File: src/rtl/rtc_cal_pkg.sv
package rtc_cal_pkg;

   typedef struct packed {
      logic [5:0] hour;
      logic [6:0] min;
      logic [6:0] sec;
   } tod_t;

   typedef struct packed {
      logic [7:0] year;
      logic [2:0] wday;
      logic [4:0] mon;
      logic [5:0] day;
   } cal_t;

   // Two-digit BCD increment (no range check, caller decides wrap)
   function automatic logic [7:0] bcd_step(input logic [7:0] v);
      if (v[3:0] == 4'd9) return {v[7:4] + 4'd1, 4'd0};
      else                return {v[7:4], v[3:0] + 4'd1};
   endfunction

   // (10*t + u) mod 4 equals (2*t + u) mod 4
   function automatic logic is_leap(input logic [7:0] y);
      logic [1:0] r;
      r = {y[4], 1'b0} + y[1:0];
      return (r == 2'd0);
   endfunction

   function automatic logic [5:0] last_day(input logic [4:0] mon, input logic [7:0] y);
      case (mon)
         5'h02:                      return is_leap(y) ? 6'h29 : 6'h28;
         5'h04, 5'h06, 5'h09, 5'h11: return 6'h30;
         default:                    return 6'h31;
      endcase
   endfunction

endpackage

File: src/rtl/rtc_prescaler.sv
module rtc_prescaler #(
   parameter int A_W = 7,
   parameter int S_W = 15
) (
   input  logic           clk,
   input  logic           rst_n,
   input  logic           hold,
   input  logic [A_W-1:0] a_lim,
   input  logic [S_W-1:0] s_lim,
   output logic           tick
);
   logic [A_W-1:0] a_cnt;
   logic [S_W-1:0] s_cnt;
   logic           a_wrap;

   assign a_wrap = (a_cnt == a_lim);

   always_ff @(posedge clk or negedge rst_n) begin
      if (!rst_n) begin
         a_cnt <= '0;
         s_cnt <= '0;
      end else if (hold) begin
         a_cnt <= '0;
         s_cnt <= '0;
      end else if (a_wrap) begin
         a_cnt <= '0;
         s_cnt <= (s_cnt == s_lim) ? '0 : s_cnt + 1'b1;
      end else begin
         a_cnt <= a_cnt + 1'b1;
      end
   end

   assign tick = !hold && a_wrap && (s_cnt == s_lim);

endmodule

File: src/rtl/rtc_tod_counter.sv
module rtc_tod_counter
   import rtc_cal_pkg::*;
(
   input  logic clk,
   input  logic rst_n,
   input  logic tick,
   input  logic ld,
   input  tod_t ld_val,
   output tod_t q,
   output logic day_carry
);
   logic sec_end, min_end, hr_end;
   logic [7:0] s_nx, m_nx, h_nx;

   assign sec_end = (q.sec  == 7'h59);
   assign min_end = (q.min  == 7'h59);
   assign hr_end  = (q.hour == 6'h23);
   assign s_nx    = bcd_step({1'b0, q.sec});
   assign m_nx    = bcd_step({1'b0, q.min});
   assign h_nx    = bcd_step({2'b0, q.hour});
   assign day_carry = tick && sec_end && min_end && hr_end;

   always_ff @(posedge clk or negedge rst_n) begin
      if (!rst_n) begin
         q <= '0;
      end else if (ld) begin
         q <= ld_val;
      end else if (tick) begin
         q.sec <= sec_end ? 7'h00 : s_nx[6:0];
         if (sec_end) begin
            q.min <= min_end ? 7'h00 : m_nx[6:0];
            if (min_end) q.hour <= hr_end ? 6'h00 : h_nx[5:0];
         end
      end
   end

endmodule

File: src/rtl/rtc_date_counter.sv
module rtc_date_counter
   import rtc_cal_pkg::*;
(
   input  logic clk,
   input  logic rst_n,
   input  logic day_tick,
   input  logic ld,
   input  cal_t ld_val,
   output cal_t q
);
   logic       day_end, mon_end;
   logic [7:0] d_nx, m_nx, y_nx;

   assign day_end = (q.day == last_day(q.mon, q.year));
   assign mon_end = (q.mon == 5'h12);
   assign d_nx    = bcd_step({2'b0, q.day});
   assign m_nx    = bcd_step({3'b0, q.mon});
   assign y_nx    = (q.year == 8'h99) ? 8'h00 : bcd_step(q.year);

   always_ff @(posedge clk or negedge rst_n) begin
      if (!rst_n) begin
         q <= '{year: 8'h00, wday: 3'd1, mon: 5'h01, day: 6'h01};
      end else if (ld) begin
         q <= ld_val;
      end else if (day_tick) begin
         q.wday <= (q.wday == 3'd7) ? 3'd1 : q.wday + 3'd1;
         q.day  <= day_end ? 6'h01 : d_nx[5:0];
         if (day_end) begin
            q.mon <= mon_end ? 5'h01 : m_nx[4:0];
            if (mon_end) q.year <= y_nx;
         end
      end
   end

endmodule

File: src/rtl/rtc_calendar_core.sv
module rtc_calendar_core
   import rtc_cal_pkg::*;
#(
   parameter int A_W   = 7,
   parameter int S_W   = 15,
   parameter int A_RST = 127,
   parameter int S_RST = 255
) (
   input  logic        clk,
   input  logic        rst_n,
   input  logic        init_i,
   input  logic        wr_time_i,
   input  logic        wr_date_i,
   input  logic        wr_div_i,
   input  logic [31:0] wdata_i,
   output logic [31:0] time_o,
   output logic [31:0] date_o,
   output logic [31:0] div_o,
   output logic        tick_o
);
   localparam int A_POS = 16;
   localparam int S_POS = 0;

   generate
      if (A_W < 1 || A_W > 7) begin : g_bad_a
         $error("A_W must be 1..7");
      end
      if (S_W < 1 || S_W > 15) begin : g_bad_s
         $error("S_W must be 1..15");
      end
      if (A_RST >= (1 << A_W) || S_RST >= (1 << S_W)) begin : g_bad_rst
         $error("divider reset value exceeds field width");
      end
   endgenerate

   logic [A_W-1:0] a_q;
   logic [S_W-1:0] s_q;
   logic           day_tick;
   tod_t           tod_q, tod_ld;
   cal_t           cal_q, cal_ld;

   always_ff @(posedge clk or negedge rst_n) begin
      if (!rst_n) begin
         a_q <= A_W'(A_RST);
         s_q <= S_W'(S_RST);
      end else if (init_i && wr_div_i) begin
         a_q <= wdata_i[A_POS +: A_W];
         s_q <= wdata_i[S_POS +: S_W];
      end
   end

   rtc_prescaler #(.A_W(A_W), .S_W(S_W)) u_presc (
      .clk(clk), .rst_n(rst_n), .hold(init_i),
      .a_lim(a_q), .s_lim(s_q), .tick(tick_o)
   );

   assign tod_ld = '{hour: wdata_i[21:16], min: wdata_i[14:8], sec: wdata_i[6:0]};
   assign cal_ld = '{year: wdata_i[23:16], wday: wdata_i[15:13],
                     mon: wdata_i[12:8], day: wdata_i[5:0]};

   rtc_tod_counter u_tod (
      .clk(clk), .rst_n(rst_n), .tick(tick_o),
      .ld(init_i && wr_time_i), .ld_val(tod_ld),
      .q(tod_q), .day_carry(day_tick)
   );

   rtc_date_counter u_cal (
      .clk(clk), .rst_n(rst_n), .day_tick(day_tick),
      .ld(init_i && wr_date_i), .ld_val(cal_ld), .q(cal_q)
   );

   always_comb begin
      time_o = '0;
      time_o[21:16] = tod_q.hour;
      time_o[14:8]  = tod_q.min;
      time_o[6:0]   = tod_q.sec;
      date_o = '0;
      date_o[23:16] = cal_q.year;
      date_o[15:13] = cal_q.wday;
      date_o[12:8]  = cal_q.mon;
      date_o[5:0]   = cal_q.day;
      div_o = '0;
      div_o[A_POS +: A_W] = a_q;
      div_o[S_POS +: S_W] = s_q;
   end

endmodule

File: config.mk
export PLATFORM = sky130hd
export DESIGN_NAME = rtc_calendar_core
export DESIGN_NICKNAME = d
export VERILOG_FILES = /design/src/rtl/rtc_cal_pkg.sv /design/src/rtl/rtc_prescaler.sv /design/src/rtl/rtc_tod_counter.sv /design/src/rtl/rtc_date_counter.sv /design/src/rtl/rtc_calendar_core.sv
export SDC_FILE = /design/constraint.sdc
export NUM_CORES = 1
export LEC_CHECK = 0
export BUFFER_PORTS_ARGS = -buffer_cell sky130_fd_sc_hd__buf_2
export CAP_MARGIN = 30
export CORE_ASPECT_RATIO = 1.1
export CORE_MARGIN = 3
export CORE_UTILIZATION = 55
export DETAILED_ROUTE_END_ITERATION = 16
export PLACE_DENSITY = 0.88
export SYNTH_ARGS = -nofsm -noshare
export SYNTH_HDL_FRONTEND = slang
export SYNTH_HIERARCHICAL = 1
export SYNTH_SLANG_ARGS = --single-unit
File: constraint.sdc
create_clock -name clk -period 4.1 [get_ports clk]
set_input_delay 0.205 -clock clk [delete_from_list [all_inputs] [get_ports clk]]
set_output_delay 0.205 -clock clk [all_outputs]
set_load 0.01 [all_outputs]
**After elaboration in Yosys (flattened, before gate mapping)**

Index checks and enable logic that the tools add are counted.

- Register bits after elaboration: 86
- Output and inout port bits: 97
- Word-level logic and storage cells: 116

- $add $sub $neg: 16
- Equality and inequality tests: 20
- Mux-type cells: 29
- Reductions and logical operators: 34

Operators by type and width:

| operator | number |
|---|---|
| $mux 15 | 3 |
| $mux 22 | 2 |
| $mux 7 | 6 |
| $mux 20 | 2 |
| $mux 8 | 4 |
| $mux 6 | 5 |
| $add 4x1->4 const B | 7 |
| $eq 4x4->1 const B | 6 |
| $reduce_bool 3->1 | 6 |
| $add 15x1->15 const B | 1 |
| $eq 15x15->1 | 1 |
| $mux 5 | 3 |
| $eq 7x7->1 const B | 2 |
| $reduce_bool 2->1 | 7 |
| $mux 13 | 1 |
| $pmux 6 s2 | 1 |
| $reduce_and 3->1 | 4 |
| $eq 5x3->1 const B | 2 |
| $eq 5x5->1 const B | 2 |
| $add 3x1->3 const B | 3 |
| $eq 8x8->1 const B | 1 |
| $logic_and 1x1->1 | 8 |
| $reduce_and 2->1 | 4 |
| $reduce_and 4->1 | 2 |
| 15 further kinds | 16 |

**Longest topological paths before layout**

- Depth in word-level cells: 8
- Depth in mapped cells: 15
- Mapped depth without buffers: 13

**Modules after synthesis**

The synthesis kept the hierarchy.

By module, submodules not included:

| module | times used | cells each | area an instance (µm²) | sequential area each (µm²) |
|---|---|---|---|---|
| rtc_date_counter | 1 | 191 | 1607.8 | 554.3 |
| rtc_prescaler | 1 | 150 | 1481.4 | 550.5 |
| rtc_tod_counter | 1 | 152 | 1350.0 | 500.5 |
| rtc_calendar_core | 1 | 82 | 1179.9 | 569.3 |

**Least setup slack after synthesis**

No wires, ideal clock.

- Path type: reg2reg
- Start point: reg s_q[1]
- End point: reg u_cal/q[21] in the netlist's numbering
- Arrival time: 3.853 ns
- Required time: 3.978 ns
- Setup slack: 0.125 ns
- Cell stages (with the launch flop): 14
- Path buffers: 2
- Path through: dfstp_2 -> xnor2_1 -> nand4_1 -> nor4_4 -> nor2b_1 -> nand3_2 -> nor4_1 -> and4_1 -> clkbuf_1 -> a21boi_2 -> and3_4 -> buf_6 -> nand4_1 -> a32o_1

- Longest elaborated chain between the ends: 7

Ends and longest elaborated chain:

| element | RTL line | RTL |
|---|---|---|
| start, declared | rtc_calendar_core.sv:37 | `logic [S_W-1:0] s_q;` |
| start signal, assigned | rtc_calendar_core.sv:45 | `s_q <= S_W'(S_RST);` |
| start signal, assigned | rtc_calendar_core.sv:48 | `s_q <= wdata_i[S_POS +: S_W];` |
| $eq 15x15->1 | rtc_prescaler.sv:33 | `assign tick = !hold && a_wrap && (s_cnt == s_lim);` |
| $logic_and 1x1->1 | rtc_prescaler.sv:33 |  |
| net tick_o | rtc_calendar_core.sv:19 | `output logic tick_o` |
| $logic_and 1x1->1 (3 in series) | rtc_tod_counter.sv:21 | `assign day_carry = tick && sec_end && min_end && hr_end;` |
| net day_tick | rtc_calendar_core.sv:38 | `logic day_tick;` |
| $reduce_bool 2->1 (no source line) | -- |  |
| $reduce_and 4->1 (no source line) | -- |  |
| end signal, assigned | rtc_date_counter.sv:22 | `q <= '{year: 8'h00, wday: 3'd1, mon: 5'h01, day: 6'h01};` |
| end signal, assigned | rtc_date_counter.sv:24 | `q <= ld_val;` |
| end, declared | rtc_date_counter.sv:9 | `output cal_t q` |

The timed path passes the listed nets, and every way through them passes these cells.
A chain may end at the register's enable or synchronous reset.

**Worst setup path after layout**

- Start point: reg a_q[3]
- End point: reg u_cal/q[21] in the netlist's numbering

- Longest elaborated chain between the ends: 8

Ends and longest elaborated chain:

| element | RTL line | RTL |
|---|---|---|
| start, declared | rtc_calendar_core.sv:36 | `logic [A_W-1:0] a_q;` |
| start signal, assigned | rtc_calendar_core.sv:44 | `a_q <= A_W'(A_RST);` |
| start signal, assigned | rtc_calendar_core.sv:47 | `a_q <= wdata_i[A_POS +: A_W];` |
| $eq 7x7->1 | rtc_prescaler.sv:16 | `assign a_wrap = (a_cnt == a_lim);` |
| $logic_and 1x1->1 (2 in series) | rtc_prescaler.sv:33 |  |
| $logic_and 1x1->1 (3 in series) | rtc_tod_counter.sv:21 |  |
| net day_tick | rtc_calendar_core.sv:38 |  |
| $reduce_bool 2->1 (no source line) | -- |  |
| $reduce_and 4->1 (no source line) | -- |  |

The timed path passes the listed nets, and every way through them passes these cells.

==> flow_metrics.env <==
export IMPL_status="completed"
export IMPL_max_cap_violations=0
export IMPL_synthesis_instances=575
export IMPL_dp_cells=769
export IMPL_grt_pass1_vias=4572
export IMPL_grt_pass1_wl_mm=22.38
export IMPL_track_usage_pct=24.25
export IMPL_drc=0
export IMPL_leakage_nw=2.857
export IMPL_critPathMaxFanout=12
export IMPL_relSlewSlack_pct=47.13
export IMPL_nNetsFinal=718
export IMPL_grt_max_degree=72
export IMPL_via_per_inst=5.905
export IMPL_reg2reg_depth=12
export IMPL_coreArea_um2=9937
export IMPL_fin_crit_sh_pct=91.62
export IMPL_drtAntennaViolNets=0
export IMPL_critical_path_buf_inv_count=1
export IMPL_final_cells=786
export IMPL_die_y_um=112.0
export IMPL_hpwl_mm=10.24
export IMPL_synthDistinctLibCells=80
export IMPL_rrSetupSlack_ps=340
export IMPL_cts_hold_buf=1
export IMPL_end_kind="flip-flop"
export IMPL_cts_resized_gates=0
export IMPL_max_vdd_ir_drop_uv=196.8
export IMPL_dieArea_um2=11470
export IMPL_clk_pin_slew_worst_paths_ps=80
export IMPL_min_delay_worst_endpoint="u_cal/q[13]"
export IMPL_min_from="wdata_i[15]"
export IMPL_final_common_cell="buf_2"
export IMPL_cts_made_buffers=9
export IMPL_drtIter0Drc=430
export IMPL_overflow=0
export IMPL_routed_wl_mm=13.83
export IMPL_tritoncts="done"
export IMPL_antenna_found_initial=0
export IMPL_max_stage_delay_ps=560
export IMPL_reg2reg_from="a_q[3]"
export IMPL_cts_post_setup_buffers_inserted=0
export IMPL_drt_pre_antenna_iters=6
export IMPL_start_kind="flip-flop"
export IMPL_rsz0062_at_grt="no"
export IMPL_drv_slew=0
export IMPL_synthesis_area_um2=5619
export IMPL_layout_common_cells="buf_2 (93), dfrtp_1 (68), nand2_1 (63)"
export IMPL_syn_to_final_growth_pct=11.71
export IMPL_clock_latency_ps=360
export IMPL_crit_required_ps=4360
export IMPL_hold_viol=0
export IMPL_yosys_warnings=6
export IMPL_syn_area_per_cell_um2=9.772
export IMPL_tightestPinTransition_ps=789.3
export IMPL_postSynthRegisterBits=86
export IMPL_rr_endpoint="u_cal/q[21]"
export IMPL_period_minus_slack_ps=3756
export IMPL_ctsLongestPathBuffers=2
export IMPL_hold_path_depth=3
export IMPL_fp_dieW_um=102.4
export IMPL_crit_slowest_cell="dfstp_2"
export IMPL_clock_sinks=86
export IMPL_cts_root_buf="clkbuf_8"
export IMPL_n_antenna_cell=0
export IMPL_async_flop_share_pct=100.0
export IMPL_crit_chain="xor2_1 > nor4_4 > nand4b_4 > nor2b_1 > nand3_2 > nor4_1 > buf_4 > and4_1 > a21boi_2 > and3_4 > nand4_1 > a32o_1"
export IMPL_fp_row_count=38
export IMPL_cp_top_family="simple AND/OR/NAND/NOR gates"
export IMPL_h_tree_depth=3
export IMPL_synth_edf_count=0
export IMPL_gp_congestion=0.9185
export IMPL_power_density_nw_per_um2=363.0
export IMPL_wire_per_inst_um=17.60
export IMPL_fmax_mhz=266.2
export IMPL_clock_skew_ps=9.173
export IMPL_holdCritPathClass="input port to flip-flop"
export IMPL_vias=4641
export IMPL_start_util_pct=56.55
export IMPL_cp_arrival_ps=4010
export IMPL_drive_gt1_share_pct=28.23
export IMPL_synth_seq_area_share_pct=38.70
export IMPL_port_buffers=94
export IMPL_fin_setup_tns_ps=0
export IMPL_setup_viol_count_final=0
export IMPL_synth_flop_cell="dfrtp_1"
export IMPL_critPathKind="flip-flop to flip-flop"
export IMPL_ioPinCount=135
## registers in the layout, indices dropped and copies added, names as in the netlist
| name | cells |
|---|---|
| a_q | 7 |
| u_tod/q | 20 |
| u_presc/s_cnt | 15 |
| u_cal/q | 22 |
| u_presc/a_cnt | 7 |
| s_q | 15 |
## per-stage QoR
stage                     utilization (%)  hold WS [ps]  area (um2)  total power [mW]  setup WS, ps
after floorplan                         -        -90.59        5736             1.436         125.1
after global routing                63.17         71.75        6277             2.395         162.8
after global placement              60.63         419.7        6025             1.593         622.8
after detailed placement            60.90         84.67        6052             1.627         502.9
after CTS                           63.17         53.38        6277             2.285         383.2
final                               63.17         64.20        6277             2.279         343.8
## tightest hold or removal path, stage by stage
cell	delay, ps
buf_2	80
nand2_1	40
o21ai_0	60
## cells by family (layout without fill, tap and decap cells)
logic type,after synthesis,after routing,share of synthesized area [%]
fa+ha+maj,19,19,4.231
xor+xnor,38,38,5.923
other cells,1,32,0.06674
compound gates,118,118,14.54
mux,31,31,7.393
buf+inv,77,137,8.016
simple gates,205,205,21.13
flops,86,86,38.70
## cell type report
type | count | area (um2)
Fill cell | 778 | 3660
Clock inverter | 4 | 70.07
Sequential cell | 86 | 2175
Multi-Input combinational cell | 443 | 3110
Inverter | 19 | 71.32
Timing Repair Buffer | 102 | 555.5
Clock buffer | 12 | 145.1
Tap cell | 120 | 150.1
## synthesized netlist by cell type, types with 8 or more instances
cell	count	area share, %
dfrtp_1	68	30
nand2_1	63	4.2
buf_4	32	4.3
o21ai_0	29	2.6
xnor2_1	27	4.2
nand3_1	22	2.0
a21oi_1	21	1.9
nor2_1	21	1.4
mux2_4	20	5.3
ha_1	19	4.2
inv_1	19	1.3
clkbuf_1	18	1.2
dfstp_2	18	8.4
nor2b_1	12	1.3
nor3_1	11	0.98
xor2_1	11	1.7
nand4_1	10	1.1
o21ai_2	9	1.4
a211oi_1	8	1.1
## layer usage
layer	GRT usage (%)	part of all wire, %	vias to the layer above
li1	-	-	2158
met5	0	0	-
met1	31.12	42	2304
met2	41.48	52	162
met3	3.915	4.6	17
met4	7.874	1.8	0
## how the worst max path moves through the flow
stage                      start          end  depth (start not counted)
after floorplan           s_q[1]  u_cal/q[21]                         13
after global placement    a_q[3]  u_cal/q[21]                         12
after detailed placement  a_q[3]  u_cal/q[21]                         12
after CTS                 a_q[3]  u_cal/q[21]                         12
after global routing      a_q[3]  u_cal/q[21]                         12
final                     a_q[3]  u_cal/q[21]                         12
## where the power goes
group	leakage [nW]	switching, mW	internal (mW)	total, mW
logic	1.71	0.296	0.244	0.540
clock network	0.110	0.301	0.359	0.660
registers	1.04	0.124	0.955	1.08
(Power assumes the default switching activity.)
